==> src/rtl/dedup_map_pkg.sv <==
package dedup_map_pkg;

  typedef enum logic [1:0] {
    OP_UNIQUE = 2'd0,
    OP_DUP    = 2'd1,
    OP_TRIM   = 2'd2,
    OP_RELOC  = 2'd3
  } mapOp_e;

  // strobes from control to datapath
  typedef struct packed {
    logic priAWr;     // write primary entry of target page
    logic priAValid;
    logic priAVba;
    logic priSWr;     // write primary entry of source page (to new group)
    logic secAlloc;   // take a free secondary entry, count 2
    logic secInc;
    logic secDec;
    logic secSetPpa;  // move shared page
    logic invFire;
    logic errFire;
  } mapStrobe_t;

endpackage

==> src/rtl/dedup_map_ctrl.sv <==
module dedup_map_ctrl
  import dedup_map_pkg::*;
#(
  parameter int LPN_W = 4,
  parameter int VBA_W = 2,
  parameter int PPA_W = 8,
  parameter int CNT_W = 5
) (
  input  logic             clk,
  input  logic             rstN,
  input  logic             cmdValid,
  input  logic [1:0]       cmdOp,
  input  logic [LPN_W-1:0] cmdLpn,
  input  logic [LPN_W-1:0] cmdSrcLpn,
  input  logic [PPA_W-1:0] cmdPpa,
  input  logic             entAValid,
  input  logic             entAVba,
  input  logic [PPA_W-1:0] entAPtr,
  input  logic             entSValid,
  input  logic             entSVba,
  input  logic [PPA_W-1:0] entSPtr,
  input  logic [CNT_W-1:0] secACnt,
  input  logic [PPA_W-1:0] secAPpa,
  input  logic             freeAvail,
  input  logic [VBA_W-1:0] freeIdx,
  output mapStrobe_t       st,
  output logic [PPA_W-1:0] priPtrNext,
  output logic [VBA_W-1:0] allocIdx,
  output logic [PPA_W-1:0] allocPpa,
  output logic [VBA_W-1:0] incIdx,
  output logic [VBA_W-1:0] decIdx,
  output logic [VBA_W-1:0] setIdx,
  output logic [PPA_W-1:0] invPpaNext
);

  mapOp_e op;
  logic   relInv, relDec, sameGrp;

  assign op         = mapOp_e'(cmdOp);
  assign allocIdx   = freeIdx;
  assign allocPpa   = entSPtr;
  assign incIdx     = entSPtr[VBA_W-1:0];
  assign decIdx     = entAPtr[VBA_W-1:0];
  assign setIdx     = entAPtr[VBA_W-1:0];
  assign invPpaNext = entAVba ? secAPpa : entAPtr;

  // releasing the target's old mapping
  assign relDec  = entAValid && entAVba;
  assign relInv  = entAValid && (!entAVba || secACnt == CNT_W'(1));
  assign sameGrp = (cmdLpn == cmdSrcLpn) ||
                   (entAValid && entAVba && entSValid && entSVba &&
                    entAPtr[VBA_W-1:0] == entSPtr[VBA_W-1:0]);

  always_comb begin
    st         = '0;
    priPtrNext = cmdPpa;
    if (cmdValid) begin
      unique case (op)
        OP_UNIQUE: begin
          st.priAWr    = 1'b1;
          st.priAValid = 1'b1;
          st.secDec    = relDec;
          st.invFire   = relInv;
        end
        OP_TRIM: begin
          st.priAWr  = entAValid;
          st.secDec  = relDec;
          st.invFire = relInv;
        end
        OP_DUP: begin
          if (!entSValid) begin
            st.errFire = 1'b1;
          end else if (sameGrp) begin
            st = '0;
          end else if (entSVba) begin
            st.secInc    = 1'b1;
            st.secDec    = relDec;
            st.invFire   = relInv;
            st.priAWr    = 1'b1;
            st.priAValid = 1'b1;
            st.priAVba   = 1'b1;
            priPtrNext   = entSPtr;
          end else if (!freeAvail) begin
            st.errFire = 1'b1;
          end else begin
            st.secAlloc  = 1'b1;
            st.secDec    = relDec;
            st.invFire   = relInv;
            st.priAWr    = 1'b1;
            st.priAValid = 1'b1;
            st.priAVba   = 1'b1;
            st.priSWr    = 1'b1;
            priPtrNext   = PPA_W'(freeIdx);
          end
        end
        OP_RELOC: begin
          if (!entAValid) begin
            st.errFire = 1'b1;
          end else if (entAVba) begin
            st.secSetPpa = 1'b1;
            st.invFire   = 1'b1;
          end else begin
            st.priAWr    = 1'b1;
            st.priAValid = 1'b1;
            st.invFire   = 1'b1;
          end
        end
        default: st = '0;
      endcase
    end
  end

  // a shared page move must touch only the secondary entry
  AST_RELOC_ONE_UPDATE: assert property (@(posedge clk) disable iff (!rstN)
    (cmdValid && op == OP_RELOC && entAValid && entAVba) |-> (!st.priAWr && !st.priSWr && st.secSetPpa));

  // a rejected command touches nothing
  AST_ERR_NO_CHANGE: assert property (@(posedge clk) disable iff (!rstN)
    st.errFire |-> !(st.priAWr || st.priSWr || st.secAlloc || st.secInc || st.secDec || st.secSetPpa || st.invFire));

endmodule

==> src/rtl/dedup_map_dp.sv <==
module dedup_map_dp
  import dedup_map_pkg::*;
#(
  parameter int NUM_LPN = 16,
  parameter int NUM_VBA = 4,
  parameter int LPN_W   = 4,
  parameter int VBA_W   = 2,
  parameter int PPA_W   = 8,
  parameter int CNT_W   = 5
) (
  input  logic             clk,
  input  logic             rstN,
  input  logic [LPN_W-1:0] cmdLpn,
  input  logic [LPN_W-1:0] cmdSrcLpn,
  input  logic [LPN_W-1:0] qLpn,
  input  mapStrobe_t       st,
  input  logic [PPA_W-1:0] priPtrNext,
  input  logic [VBA_W-1:0] allocIdx,
  input  logic [PPA_W-1:0] allocPpa,
  input  logic [VBA_W-1:0] incIdx,
  input  logic [VBA_W-1:0] decIdx,
  input  logic [VBA_W-1:0] setIdx,
  input  logic [PPA_W-1:0] setPpa,
  input  logic [PPA_W-1:0] invPpaNext,
  output logic             entAValid,
  output logic             entAVba,
  output logic [PPA_W-1:0] entAPtr,
  output logic             entSValid,
  output logic             entSVba,
  output logic [PPA_W-1:0] entSPtr,
  output logic [CNT_W-1:0] secACnt,
  output logic [PPA_W-1:0] secAPpa,
  output logic             freeAvail,
  output logic [VBA_W-1:0] freeIdx,
  output logic             qMapped,
  output logic             qShared,
  output logic [PPA_W-1:0] qPpa,
  output logic             invValid,
  output logic [PPA_W-1:0] invPpa,
  output logic             cmdErr
);

  logic             priValid [NUM_LPN];
  logic             priVba   [NUM_LPN];
  logic [PPA_W-1:0] priPtr   [NUM_LPN];
  logic [PPA_W-1:0] secPpa   [NUM_VBA];
  logic [CNT_W-1:0] secCnt   [NUM_VBA];

  // lookups
  assign entAValid = priValid[cmdLpn];
  assign entAVba   = priVba[cmdLpn];
  assign entAPtr   = priPtr[cmdLpn];
  assign entSValid = priValid[cmdSrcLpn];
  assign entSVba   = priVba[cmdSrcLpn];
  assign entSPtr   = priPtr[cmdSrcLpn];
  assign secACnt   = secCnt[entAPtr[VBA_W-1:0]];
  assign secAPpa   = secPpa[entAPtr[VBA_W-1:0]];

  assign qMapped = priValid[qLpn];
  assign qShared = priValid[qLpn] && priVba[qLpn];
  assign qPpa    = !priValid[qLpn] ? '0 :
                   priVba[qLpn] ? secPpa[priPtr[qLpn][VBA_W-1:0]] : priPtr[qLpn];

  // free list: lowest free secondary entry
  always_comb begin
    freeAvail = 1'b0;
    freeIdx   = '0;
    for (int i = NUM_VBA - 1; i >= 0; i--) begin
      if (secCnt[i] == '0) begin
        freeAvail = 1'b1;
        freeIdx   = VBA_W'(i);
      end
    end
  end

  // primary table
  always_ff @(posedge clk) begin
    if (!rstN) begin
      for (int i = 0; i < NUM_LPN; i++) begin
        priValid[i] <= 1'b0;
        priVba[i]   <= 1'b0;
        priPtr[i]   <= '0;
      end
    end else begin
      for (int i = 0; i < NUM_LPN; i++) begin
        if (st.priAWr && cmdLpn == LPN_W'(i)) begin
          priValid[i] <= st.priAValid;
          priVba[i]   <= st.priAVba;
          priPtr[i]   <= st.priAValid ? priPtrNext : '0;
        end else if (st.priSWr && cmdSrcLpn == LPN_W'(i)) begin
          priValid[i] <= 1'b1;
          priVba[i]   <= 1'b1;
          priPtr[i]   <= priPtrNext;
        end
      end
    end
  end

  // secondary table
  for (genvar v = 0; v < NUM_VBA; v++) begin : gSec
    always_ff @(posedge clk) begin
      if (!rstN) begin
        secCnt[v] <= '0;
        secPpa[v] <= '0;
      end else if (st.secAlloc && allocIdx == VBA_W'(v)) begin
        secCnt[v] <= CNT_W'(2);
        secPpa[v] <= allocPpa;
      end else begin
        if (st.secSetPpa && setIdx == VBA_W'(v)) secPpa[v] <= setPpa;
        if (st.secInc && incIdx == VBA_W'(v))      secCnt[v] <= secCnt[v] + CNT_W'(1);
        else if (st.secDec && decIdx == VBA_W'(v)) secCnt[v] <= secCnt[v] - CNT_W'(1);
      end
    end

    AST_CNT_BOUND: assert property (@(posedge clk) disable iff (!rstN)
      secCnt[v] <= CNT_W'(NUM_LPN));
  end

  // event pulses
  always_ff @(posedge clk) begin
    if (!rstN) begin
      invValid <= 1'b0;
      invPpa   <= '0;
      cmdErr   <= 1'b0;
    end else begin
      invValid <= st.invFire;
      invPpa   <= st.invFire ? invPpaNext : '0;
      cmdErr   <= st.errFire;
    end
  end

  AST_ALLOC_FREE_ONLY: assert property (@(posedge clk) disable iff (!rstN)
    st.secAlloc |-> (secCnt[allocIdx] == '0));

  AST_DEC_NONZERO: assert property (@(posedge clk) disable iff (!rstN)
    st.secDec |-> (secCnt[decIdx] != '0));

  AST_ERR_NO_INV: assert property (@(posedge clk) disable iff (!rstN)
    cmdErr |-> !invValid);

  for (genvar p = 0; p < NUM_LPN; p++) begin : gLink
    AST_SHARED_LIVE: assert property (@(posedge clk) disable iff (!rstN)
      (priValid[p] && priVba[p]) |-> (secCnt[priPtr[p][VBA_W-1:0]] != '0));
  end

endmodule

==> src/rtl/dedup_map.sv <==
module dedup_map
  import dedup_map_pkg::*;
#(
  parameter int NUM_LPN = 16,
  parameter int NUM_VBA = 4,
  parameter int PPA_W   = 8,
  localparam int LPN_W  = $clog2(NUM_LPN),
  localparam int VBA_W  = $clog2(NUM_VBA),
  localparam int CNT_W  = $clog2(NUM_LPN + 1)
) (
  input  logic             clk,
  input  logic             rstN,
  input  logic             cmdValid,
  input  logic [1:0]       cmdOp,
  input  logic [LPN_W-1:0] cmdLpn,
  input  logic [LPN_W-1:0] cmdSrcLpn,
  input  logic [PPA_W-1:0] cmdPpa,
  input  logic [LPN_W-1:0] qLpn,
  output logic             qMapped,
  output logic             qShared,
  output logic [PPA_W-1:0] qPpa,
  output logic             invValid,
  output logic [PPA_W-1:0] invPpa,
  output logic             cmdErr
);

  mapStrobe_t       st;
  logic             entAValid, entAVba, entSValid, entSVba, freeAvail;
  logic [PPA_W-1:0] entAPtr, entSPtr, secAPpa, priPtrNext, allocPpa, invPpaNext;
  logic [CNT_W-1:0] secACnt;
  logic [VBA_W-1:0] freeIdx, allocIdx, incIdx, decIdx, setIdx;

  dedup_map_ctrl #(.LPN_W(LPN_W), .VBA_W(VBA_W), .PPA_W(PPA_W), .CNT_W(CNT_W)) uCtrl (
    .clk(clk), .rstN(rstN), .cmdValid(cmdValid), .cmdOp(cmdOp), .cmdLpn(cmdLpn),
    .cmdSrcLpn(cmdSrcLpn), .cmdPpa(cmdPpa),
    .entAValid(entAValid), .entAVba(entAVba), .entAPtr(entAPtr),
    .entSValid(entSValid), .entSVba(entSVba), .entSPtr(entSPtr),
    .secACnt(secACnt), .secAPpa(secAPpa), .freeAvail(freeAvail), .freeIdx(freeIdx),
    .st(st), .priPtrNext(priPtrNext), .allocIdx(allocIdx), .allocPpa(allocPpa),
    .incIdx(incIdx), .decIdx(decIdx), .setIdx(setIdx), .invPpaNext(invPpaNext)
  );

  dedup_map_dp #(.NUM_LPN(NUM_LPN), .NUM_VBA(NUM_VBA), .LPN_W(LPN_W), .VBA_W(VBA_W),
                 .PPA_W(PPA_W), .CNT_W(CNT_W)) uDp (
    .clk(clk), .rstN(rstN), .cmdLpn(cmdLpn), .cmdSrcLpn(cmdSrcLpn), .qLpn(qLpn),
    .st(st), .priPtrNext(priPtrNext), .allocIdx(allocIdx), .allocPpa(allocPpa),
    .incIdx(incIdx), .decIdx(decIdx), .setIdx(setIdx), .setPpa(cmdPpa),
    .invPpaNext(invPpaNext),
    .entAValid(entAValid), .entAVba(entAVba), .entAPtr(entAPtr),
    .entSValid(entSValid), .entSVba(entSVba), .entSPtr(entSPtr),
    .secACnt(secACnt), .secAPpa(secAPpa), .freeAvail(freeAvail), .freeIdx(freeIdx),
    .qMapped(qMapped), .qShared(qShared), .qPpa(qPpa),
    .invValid(invValid), .invPpa(invPpa), .cmdErr(cmdErr)
  );

endmodule

==> config.mk <==
export PLATFORM = sky130hd
export DESIGN_NAME = dedup_map
export DESIGN_NICKNAME = d
export VERILOG_FILES = /design/src/rtl/dedup_map_pkg.sv /design/src/rtl/dedup_map_ctrl.sv /design/src/rtl/dedup_map_dp.sv /design/src/rtl/dedup_map.sv
export SDC_FILE = /design/constraint.sdc
export NUM_CORES = 1
export LEC_CHECK = 0
export BUFFER_PORTS_ARGS = -buffer_cell sky130_fd_sc_hd__buf_2
export CORE_UTILIZATION = 50
export CTS_CLUSTER_DIAMETER = 150
export DETAILED_ROUTE_END_ITERATION = 6
export PLACE_DENSITY_LB_ADDON = 0.1
export SETUP_SLACK_MARGIN = 0.15
export SKIP_CTS_REPAIR_TIMING = 1
export SYNTH_ARGS = -nofsm -noshare
export SYNTH_HDL_FRONTEND = slang
export SYNTH_SLANG_ARGS = --single-unit
export TNS_END_PERCENT = 100
==> constraint.sdc <==
create_clock -name clk -period 3.8 [get_ports clk]
set_clock_uncertainty 0.05 [all_clocks]
set_input_delay 0.19 -clock clk [delete_from_list [all_inputs] [get_ports clk]]
set_output_delay 0.19 -clock clk [all_outputs]
set_load 0.1 [all_outputs]
==> results.yml, run 1 <==
logic_synthesis:
  syn_inst: 1154
  synth.most_common_cell: "edfxtp_1"
  avgSynthCellArea_sq_um: 12.32
  synth.distinct_cells: 74
  ys_ff_latch: 222
  synth_largest_area_cell: "edfxtp_1"
  synthTopCellsByCount: "194 x edfxtp_1, 189 x nor2_1, 146 x mux4_2, 60 x nand2_1, 55 x clkbuf_1"
  netlist_top_cells_area: "edfxtp_1 41%, mux4_2 23%, nor2_1 5.0%"
  synth-seq-area-share_pct: 44.91
  ys_warn_count: 0
  async_flop_share_pct: 0
  netlist.area_leader.share_pct: 40.97
  synth_flop_cell: "edfxtp_1"
  syn_nets: 1191
  synth_edf_count: 194
  synth.cell_area_sq_um: 14220
pwr:
  ir_worst_vdd_uv: 269.9
  switching_power_mw: 1.735
  seqPwrFrac_pct: 44.9
  p_comb_share_pct: 17.2
  p_sw_share_pct: 27.55
  p_leak_nw: 5.810
  finalPower_mw: 6.297
  power_frac_clock_pct: 37.9
  power_density_nw_per_um2: 387.1
  p_int_mw: 4.562
setup_path:
  cp_top_family: "simple AND/OR/NAND/NOR gates"
  end_kind: "flip-flop"
  worst_path_max_delay_cell: "or4b_2"
  crit_buf_inv: 1
  cpPeakStageDelay_ns: 0.66
  crit_fanout: 9
  cp.required_ns: 4.14
  start_kind: "flip-flop"
  critical_path_arrival_ns: 3.87
  critPathKind: "flip-flop to flip-flop"
  path_cells: "inv_1 > ha_1 > or4b_2 > nand2_1 > o31ai_2 > or2_1 > a311oi_4 > o21ai_1 > o32a_1 > nor2_1"
place:
  placed_cell_area_sq_um: 15310
  io_buffers: 44
  place_ws_ns: 0.1192
  dp.cells: 1565
  gp_congestion: 0.9349
  dp_hpwl_um: 31560
drt:
  routedWlPerCell_um: 26.15
  drt_pass1_iterations: 5
  routed_wl_um: 42330
  viasPerCell: 6.748
  drt_iter0_drc: 1432
  ant_nets: 0
  drc: 0
  vias: 10930
job:
  cap_violations: 0
finish:
  design_area_sq_um: 16270
  final_core_util_pct: 58.39
  final_nets: 1260
  instances_no_fill: 1619
  area_delta_synth_final_pct: 14.40
  drive_gt1_share_pct: 28.44
  n_antenna_cell: 0
die:
  die_y_um: 170.6
  die_x_um: 170.6
  rows: 61
  dieArea_sq_um: 29120
  io_pins: 45
  core_sq_um: 27860
  initial_utilization_pct: 51.04
cts:
  clk_pin_slew_ns: 0.06
  cts_made_buffers: 25
  clockBufferDepth: 3
  htreeDepth: 1
  cts_root_buf: "clkbuf_16"
  clock_latency_ns: 0.56
  clock_sinks: 222
  cts_tree: "built"
timing:
  fin_hold_ws_ns: 0.01453
  rsz0062_at_grt: "true"
  clock.fmax_ghz: 0.2837
  hold_viol: 0
  finalCritPeriodShare_pct: 92.75
  relSlewSlack_pct: 48.69
  finalSetupViolCount: 0
  min_period_ns: 3.524
  worst_pin_slew_ns: 0.7644
  drv_slew: 0
  fin_ws_ns: 0.2756
  setup_tns_ns: 0
status:
  status: "completed"
global_routing:
  grt_start_max_net_pins: 55
  antenna_found_initial: 0
  grt_pass1_vias: 10220
  grtUsageTotal_pct: 29.93
  grt_pass1_wl_um: 64870
  gr-total-overflow: 0
min_path:
  holdCritPathClass: "primary input to flip-flop"
[kinds of logic (layout without fill, tap and decap cells)]
| family | count (synthesis) | in the layout | share of synthesized area [%] |
|---|---|---|---|
| adders and majority gates | 12 | 12 | 1.056 |
| xor gates and xnor gates | 6 | 6 | 0.3696 |
| buffers and inverters | 137 | 224 | 4.074 |
| muxes | 183 | 183 | 26.04 |
| AOI/OAI and AO/OA | 206 | 206 | 10.94 |
| DFF | 222 | 222 | 44.91 |
| and+or+nand+nor | 388 | 388 | 12.62 |
[area by class of cell]
class / instances / area [sq um]
Tap cell: 378 / 473.0
Inverter: 42 / 157.7
Timing Repair Buffer: 137 / 1075
Fill cell: 2249 / 11590
Clock inverter: 11 / 120.1
Multi-Input combinational cell: 795 / 7386
Clock buffer: 34 / 669.4
Sequential cell: 222 / 6386
[per-layer routing]
metal	up-vias	share of wire, %	global-route usage [%]
met1	5489	42	44.21
met5	-	0	0
met3	90	9.8	5.482
met4	0	2.6	7.756
met2	604	45	45.57
li1	4742	-	-
[power groups by stage]
| stage | clock, mW | combinational [mW] | sequential (mW) |
|---|---|---|---|
| 6_report | 2.38 | 1.08 | 2.83 |
| 3_3_place_gp | 0 | 1.04 | 2.87 |
| 4_1_cts | 2.42 | 1.06 | 2.82 |
| 5_1_grt | 2.50 | 1.15 | 2.84 |
| 2_1_floorplan | 0 | 0.723 | 2.85 |
| 3_5_place_dp | 0 | 1.05 | 2.87 |
[layout by cell type, fill, tap and decap left out, types with 6 or more instances in the layout]
cell and count:
a211oi_1 8, a21oi_1 24, a22o_1 30, a22oi_1 15
a311oi_1 9, a31oi_1 12, and3_1 7, buf_12 10
buf_2 42, buf_4 75, clkbuf_1 8, clkbuf_16 25
dfxtp_1 28, dlygate4sd3_1 9, edfxtp_1 194, ha_1 12
inv_1 42, mux2_2 9, mux2i_1 26, mux4_2 146
nand2_1 60, nand2b_1 14, nand3_1 30, nand4_1 15
nor2_1 188, nor2b_1 11, nor3_1 15, nor4_1 8
o211ai_1 8, o21ai_0 29, o311a_1 6, o32a_1 6
[flip-flops by register name (all words and copies together), names as in the netlist]
signal / cells
uDp.cmdErr: 1
uDp.invPpa: 8
uDp.invValid: 1
uDp.priPtr: 128
uDp.priValid: 16
uDp.priVba: 16
uDp.secCnt: 20
uDp.secPpa: 32
[final timing paths]
path	start	end	slack (ns)	depth (start not counted)
worst max-delay path	uDp.secCnt[1][0]$_DFFE_PP_	uDp.priPtr[0][7]$_SDFFCE_PN0P_	0.28	10
worst min-delay path	cmdPpa[1]	uDp.secPpa[3][1]$_DFFE_PP_	0.01	2
worst max register to register	uDp.secCnt[1][0]$_DFFE_PP_	uDp.priPtr[0][7]$_SDFFCE_PN0P_	0.28	10
worst min register to register	uDp.priValid[8]$_DFF_P_	uDp.priValid[8]$_DFF_P_	0.48	2
Power figures use the tool's default switching activity.
==> run 2: changes to the inputs <==
--- a/config.mk
+++ b/config.mk
@@ -6,10 +6,12 @@
 export NUM_CORES = 1
 export LEC_CHECK = 0
 export BUFFER_PORTS_ARGS = -buffer_cell sky130_fd_sc_hd__buf_2
+export CORE_MARGIN = 5
 export CORE_UTILIZATION = 50
 export CTS_CLUSTER_DIAMETER = 150
 export DETAILED_ROUTE_END_ITERATION = 6
-export PLACE_DENSITY_LB_ADDON = 0.1
+export GPL_ROUTABILITY_DRIVEN = 1
+export PLACE_DENSITY = 0.69
 export SETUP_SLACK_MARGIN = 0.15
 export SKIP_CTS_REPAIR_TIMING = 1
 export SYNTH_ARGS = -nofsm -noshare
==> results.yml, run 2 (synthesis gave the netlist of run 1 again) <==
place:
  io_buffers: 44
  place_ws_ns: 0.03483
  gp_congestion: 0.9579
  placed_cell_area_sq_um: 15240
  dp.cells: 1563
  dp_hpwl_um: 31410
global_routing:
  grt_pass1_vias: 10850
  grt_pass1_wl_um: 65420
  gr-total-overflow: 0
  grtUsageTotal_pct: 26.84
  antenna_found_initial: 1
  grt_start_max_net_pins: 55
timing:
  fin_ws_ns: 0.2600
  min_period_ns: 3.540
  drv_slew: 0
  finalSetupViolCount: 0
  relSlewSlack_pct: 27.23
  rsz0062_at_grt: "true"
  clock.fmax_ghz: 0.2825
  finalCritPeriodShare_pct: 93.16
  hold_viol: 0
  setup_tns_ns: 0
  worst_pin_slew_ns: 1.084
finish:
  design_area_sq_um: 16200
  seq_area_sq_um: 6386
  instances_no_fill: 1616
  largest_register_ffs: 128
  largestRegisters: "uDp.priPtr x128, uDp.secPpa x32, uDp.secCnt x20"
  n_antenna_cell: 0
  top_register: "uDp.priPtr"
  final_cell_mix: "194 x edfxtp_1, 187 x nor2_1, 146 x mux4_2, 79 x buf_4, 60 x nand2_1"
  multi_input_area_sq_um: 7357
  drive_gt1_share_pct: 28.35
  fillers: 2253
  area_delta_synth_final_pct: 13.96
  layout_commonest_cell: "edfxtp_1"
  final_nets: 1259
cts:
  clockBufferDepth: 3
  htreeDepth: 1
  clock_latency_ns: 0.54
  cts_tree: "built"
  cts_made_buffers: 24
  cts_root_buf: "clkbuf_16"
  clock_sinks: 222
  clk_pin_slew_ns: 0.06
drt:
  vias: 11340
  routedWlPerCell_um: 26.51
  drt_iter0_drc: 1700
  routed_wl_um: 42840
  viasPerCell: 7.019
  drc: 0
  ant_nets: 0
  drt_pass1_iterations: 6
die:
  initial_utilization_pct: 50.90
  io_pins: 45
  die_y_um: 178.6
  dieArea_sq_um: 31910
  core_sq_um: 27930
  die_x_um: 178.6
  rows: 61
setup_path:
  cp.required_ns: 4.02
  crit_top_cell: "buf_4"
  path_cells: "inv_1 > ha_1 > or4b_2 > nand2_1 > o31ai_2 > buf_4 > or3_1 > buf_4 > a22oi_1 > buf_4 > nor2_1"
  cpPeakStageDelay_ns: 0.65
  crit_buf_inv: 4
  start_kind: "flip-flop"
  end_kind: "flip-flop"
  crit_fanout: 16
  critical_path_arrival_ns: 3.76
  worstReg2RegStart: "uDp.secCnt[3][0]$_DFFE_PP_"
  worst_path_max_delay_cell: "or4b_2"
  cp_top_family: "simple AND/OR/NAND/NOR gates"
  critPathKind: "flip-flop to flip-flop"
  crit_start: "uDp.secCnt[3][0]$_DFFE_PP_"
job:
  cap_violations: 0
status:
  status: "completed"
min_path:
  hp-start: "cmdPpa[1]"
  holdCritPathClass: "primary input to flip-flop"
pwr:
  ir_worst_vdd_uv: 286.7
  power_density_nw_per_um2: 393.4
  p_leak_nw: 5.811
  finalPower_mw: 6.375
run 2: changes by cell type in the layout (fill, tap and decap cells not counted), sizes merged:
cell    change
clkbuf      -4
bufinv      +2
buf         -1
inv         -1
nor2        +1
run 2: stage by stage:
| stage | util (%) | hold WS, ns |
|---|---|---|
| 2_1_floorplan | - | 0.2329 |
| 3_3_place_gp | 54.54 | 0.4443 |
| 3_5_place_dp | 54.54 | 0.4507 |
| 4_1_cts | 57.47 | -0.08459 |
| 5_1_grt | 58.01 | 0.01380 |
| 6_report | 58.01 | 0.03011 |
run 2: layout make-up:
| type | count | share of cell area, % |
|---|---|---|
| well taps | 378 | 2.919 |
| clock inverters | 12 | 1.135 |
| multi-input cells | 796 | 45.40 |
| clock buffers | 30 | 3.907 |
| inverters | 42 | 0.9729 |
| repair buffers | 136 | 6.254 |
| flip-flops and latches | 222 | 39.41 |
run 2: worst reg2reg max path: stages (launching register included):
cell      delay (ns)
edfxtp_1        0.45
inv_1           0.19
ha_1            0.16
or4b_2          0.65
nand2_1         0.18
o31ai_2         0.09
buf_4           0.19
or3_1           0.51
buf_4           0.23
a22oi_1         0.19
buf_4           0.29
nor2_1          0.11
run 2: final timing paths:
path | slack, ns | depth (start not counted) | end
setup / recovery | 0.26 | 11 | uDp.priPtr[2][5]$_SDFFCE_PN0P_
hold / removal | 0.03 | 2 | uDp.secPpa[3][1]$_DFFE_PP_
setup reg to reg | 0.26 | 11 | uDp.priPtr[2][5]$_SDFFCE_PN0P_
hold reg to reg | 0.49 | 2 | uDp.priValid[1]$_DFF_P_
run 2: per-layer routing:
| layer | GRT usage [%] | share of wire (%) | vias to the layer above |
|---|---|---|---|
| met5 | 0 | 0.047 | - |
| li1 | - | - | 4741 |
| met2 | 42.45 | 47 | 897 |
| met1 | 37.01 | 37 | 5577 |
| met4 | 8.059 | 3.1 | 2 |
| met3 | 6.783 | 13 | 126 |
run 2: where the power goes:
part / total, mW / internal [mW] / switching (mW)
clock network: 2.46 / 1.46 / 1.00
logic: 1.08 / 0.437 / 0.643
registers: 2.83 / 2.75 / 0.0868
total: 6.37 / 4.64 / 1.73
==> run 3: changes to the inputs <==
--- a/config.mk
+++ b/config.mk
@@ -6,6 +6,7 @@
 export NUM_CORES = 1
 export LEC_CHECK = 0
 export BUFFER_PORTS_ARGS = -buffer_cell sky130_fd_sc_hd__buf_2
+export CORE_ASPECT_RATIO = 0.5
 export CORE_MARGIN = 5
 export CORE_UTILIZATION = 50
 export CTS_CLUSTER_DIAMETER = 150
==> results.yml, run 3 (synthesis gave the netlist of run 1 again) <==
status:
  status: "complete, but fails checks"
  violations: "design-rule violations"
cts:
  cts_made_buffers: 22
  clock_latency_ns: 0.55
  htreeDepth: 1
  cts_tree: "built"
  clockBufferDepth: 3
  clock_sinks: 222
  clk_pin_slew_ns: 0.06
  cts_root_buf: "clkbuf_16"
setup_path:
  end_kind: "flip-flop"
  crit_buf_inv: 3
  cpPeakStageDelay_ns: 0.66
  cp_top_family: "simple AND/OR/NAND/NOR gates"
  cp.required_ns: 4.15
  r2r_end: "uDp.priPtr[2][2]$_SDFFCE_PN0P_"
  critical_path_arrival_ns: 4.00
  start_kind: "flip-flop"
  crit_top_cell: "buf_4"
  worst_path_max_delay_cell: "or4b_2"
  path_cells: "inv_1 > ha_1 > or4b_2 > nand2_2 > o31ai_2 > or2_4 > a311oi_4 > buf_4 > buf_4 > o21ai_4 > o32a_2 > nor2_1"
  worstReg2RegStart: "uDp.secCnt[0][1]$_DFFE_PP_"
  r2r_cells: 12
  r2r_setup_slack_ns: 0.15
  critPathKind: "flip-flop to flip-flop"
  crit_fanout: 6
finish:
  top_register: "uDp.priPtr"
  layout_commonest_cell: "edfxtp_1"
  final_nets: 1290
  fillers: 2192
  area_delta_synth_final_pct: 16.54
  n_antenna_cell: 0
  drive_gt1_share_pct: 31.28
  instances_no_fill: 1651
  largestRegisters: "uDp.priPtr x128, uDp.secPpa x32, uDp.secCnt x20"
  largest_register_ffs: 128
  final_cell_mix: "194 x edfxtp_1, 188 x nor2_1, 146 x mux4_2, 104 x buf_4, 58 x nand2_1"
global_routing:
  antenna_found_initial: 2
  grt_pass1_wl_um: 71770
  grt_pass1_vias: 11150
  gr-total-overflow: 0
  grt_start_max_net_pins: 55
  grtUsageTotal_pct: 29.53
drt:
  drt_pass1_iterations: 7
  drc: 2
  drt_iter0_drc: 1911
  viasPerCell: 7.076
  ant_nets: 0
  routedWlPerCell_um: 29.55
  vias: 11680
  routed_wl_um: 48790
pwr:
  p_sw_share_pct: 28.97
  ir_worst_vdd_uv: 270.0
  finalPower_mw: 6.235
  power_density_nw_per_um2: 376.2
  p_leak_nw: 5.962
  p_comb_share_pct: 18.8
  power_frac_clock_pct: 35.8
  seqPwrFrac_pct: 45.4
  p_int_mw: 4.429
  switching_power_mw: 1.807
place:
  gp_congestion: 1.024
  dp_hpwl_um: 34110
  io_buffers: 44
  dp.cells: 1592
job:
  cap_violations: 0
timing:
  clock.fmax_ghz: 0.2742
  worst_pin_slew_ns: 1.201
  finalCritPeriodShare_pct: 95.97
  hold_viol: 0
  rsz0062_at_grt: "true"
  drv_slew: 0
  min_period_ns: 3.647
  relSlewSlack_pct: 19.37
  finalSetupViolCount: 0
  setup_tns_ns: 0
die:
  core_sq_um: 27870
  rows: 43
  dieArea_sq_um: 32120
  initial_utilization_pct: 51.02
  io_pins: 45
  die_y_um: 129.2
  die_x_um: 248.5
min_path:
  hold_depth: 2
  holdPathEnd: "uDp.priVba[7]$_DFF_P_"
  holdCritPathClass: "primary input to flip-flop"
  hp-start: "rstN"
## run 3: cell type report
type                       count  area [sq um]  share of cell area [%]
multi-input combinational    798          7478                   45.13
sequential                   222          6386                   38.54
timing repair buffer         167          1344                   8.109
clock buffer                  23         554.3                   3.345
tap                          382         478.0                   2.884
clock inverter                17         173.9                   1.049
inverter                      42         157.7                  0.9513
## run 3: how the worst max path moves through the flow
stage / startpoint / to / slack [ns] / cells after the start
floorplan: qLpn[0] / qPpa[0] / -0.19 / 9
global placement: cmdSrcLpn[0] / uDp.priPtr[14][4]$_SDFFCE_PN0P_ / -0.18 / 10
detailed placement: cmdSrcLpn[0] / uDp.priPtr[15][4]$_SDFFCE_PN0P_ / -0.25 / 10
CTS: uDp.priVba[9]$_DFFE_PP_ / uDp.priPtr[6][7]$_SDFFCE_PN0P_ / -0.16 / 7
global route: uDp.priPtr[3][1]$_SDFFCE_PN0P_ / uDp.priValid[15]$_DFFE_PP_ / 0.08 / 9
finish: uDp.secCnt[0][1]$_DFFE_PP_ / uDp.priPtr[2][2]$_SDFFCE_PN0P_ / 0.15 / 12
## run 3: metrics by stage
stage               cell area (sq um)  util, %  hold slack [ns]  worst slack [ns]
floorplan                       14270        -           0.2329           -0.1909
global placement                15530    55.73           0.4445           -0.1801
detailed placement              15530    55.73           0.4432           -0.2469
CTS                             16260    58.34         -0.09513           -0.1610
global route                    16570    59.46         0.002848           0.08287
finish                          16570    59.46         0.004840            0.1532
## run 3: power groups by stage
stage	clock network (mW)	logic, mW	registers [mW]
2_1_floorplan	0	0.723	2.85
3_3_place_gp	0	1.10	2.87
3_5_place_dp	0	1.11	2.87
4_1_cts	2.26	1.12	2.82
5_1_grt	2.36	1.23	2.83
6_report	2.23	1.17	2.83
## run 3: layer usage
| metal | GRT usage, % | vias up | routed length (um) |
|---|---|---|---|
| met5 | 0 | - | 23 |
| met4 | 7.455 | 4 | 1375 |
| met3 | 10.35 | 106 | 7265 |
| met2 | 46.14 | 916 | 21790 |
| met1 | 40.35 | 5858 | 18330 |
| li1 | - | 4798 | - |
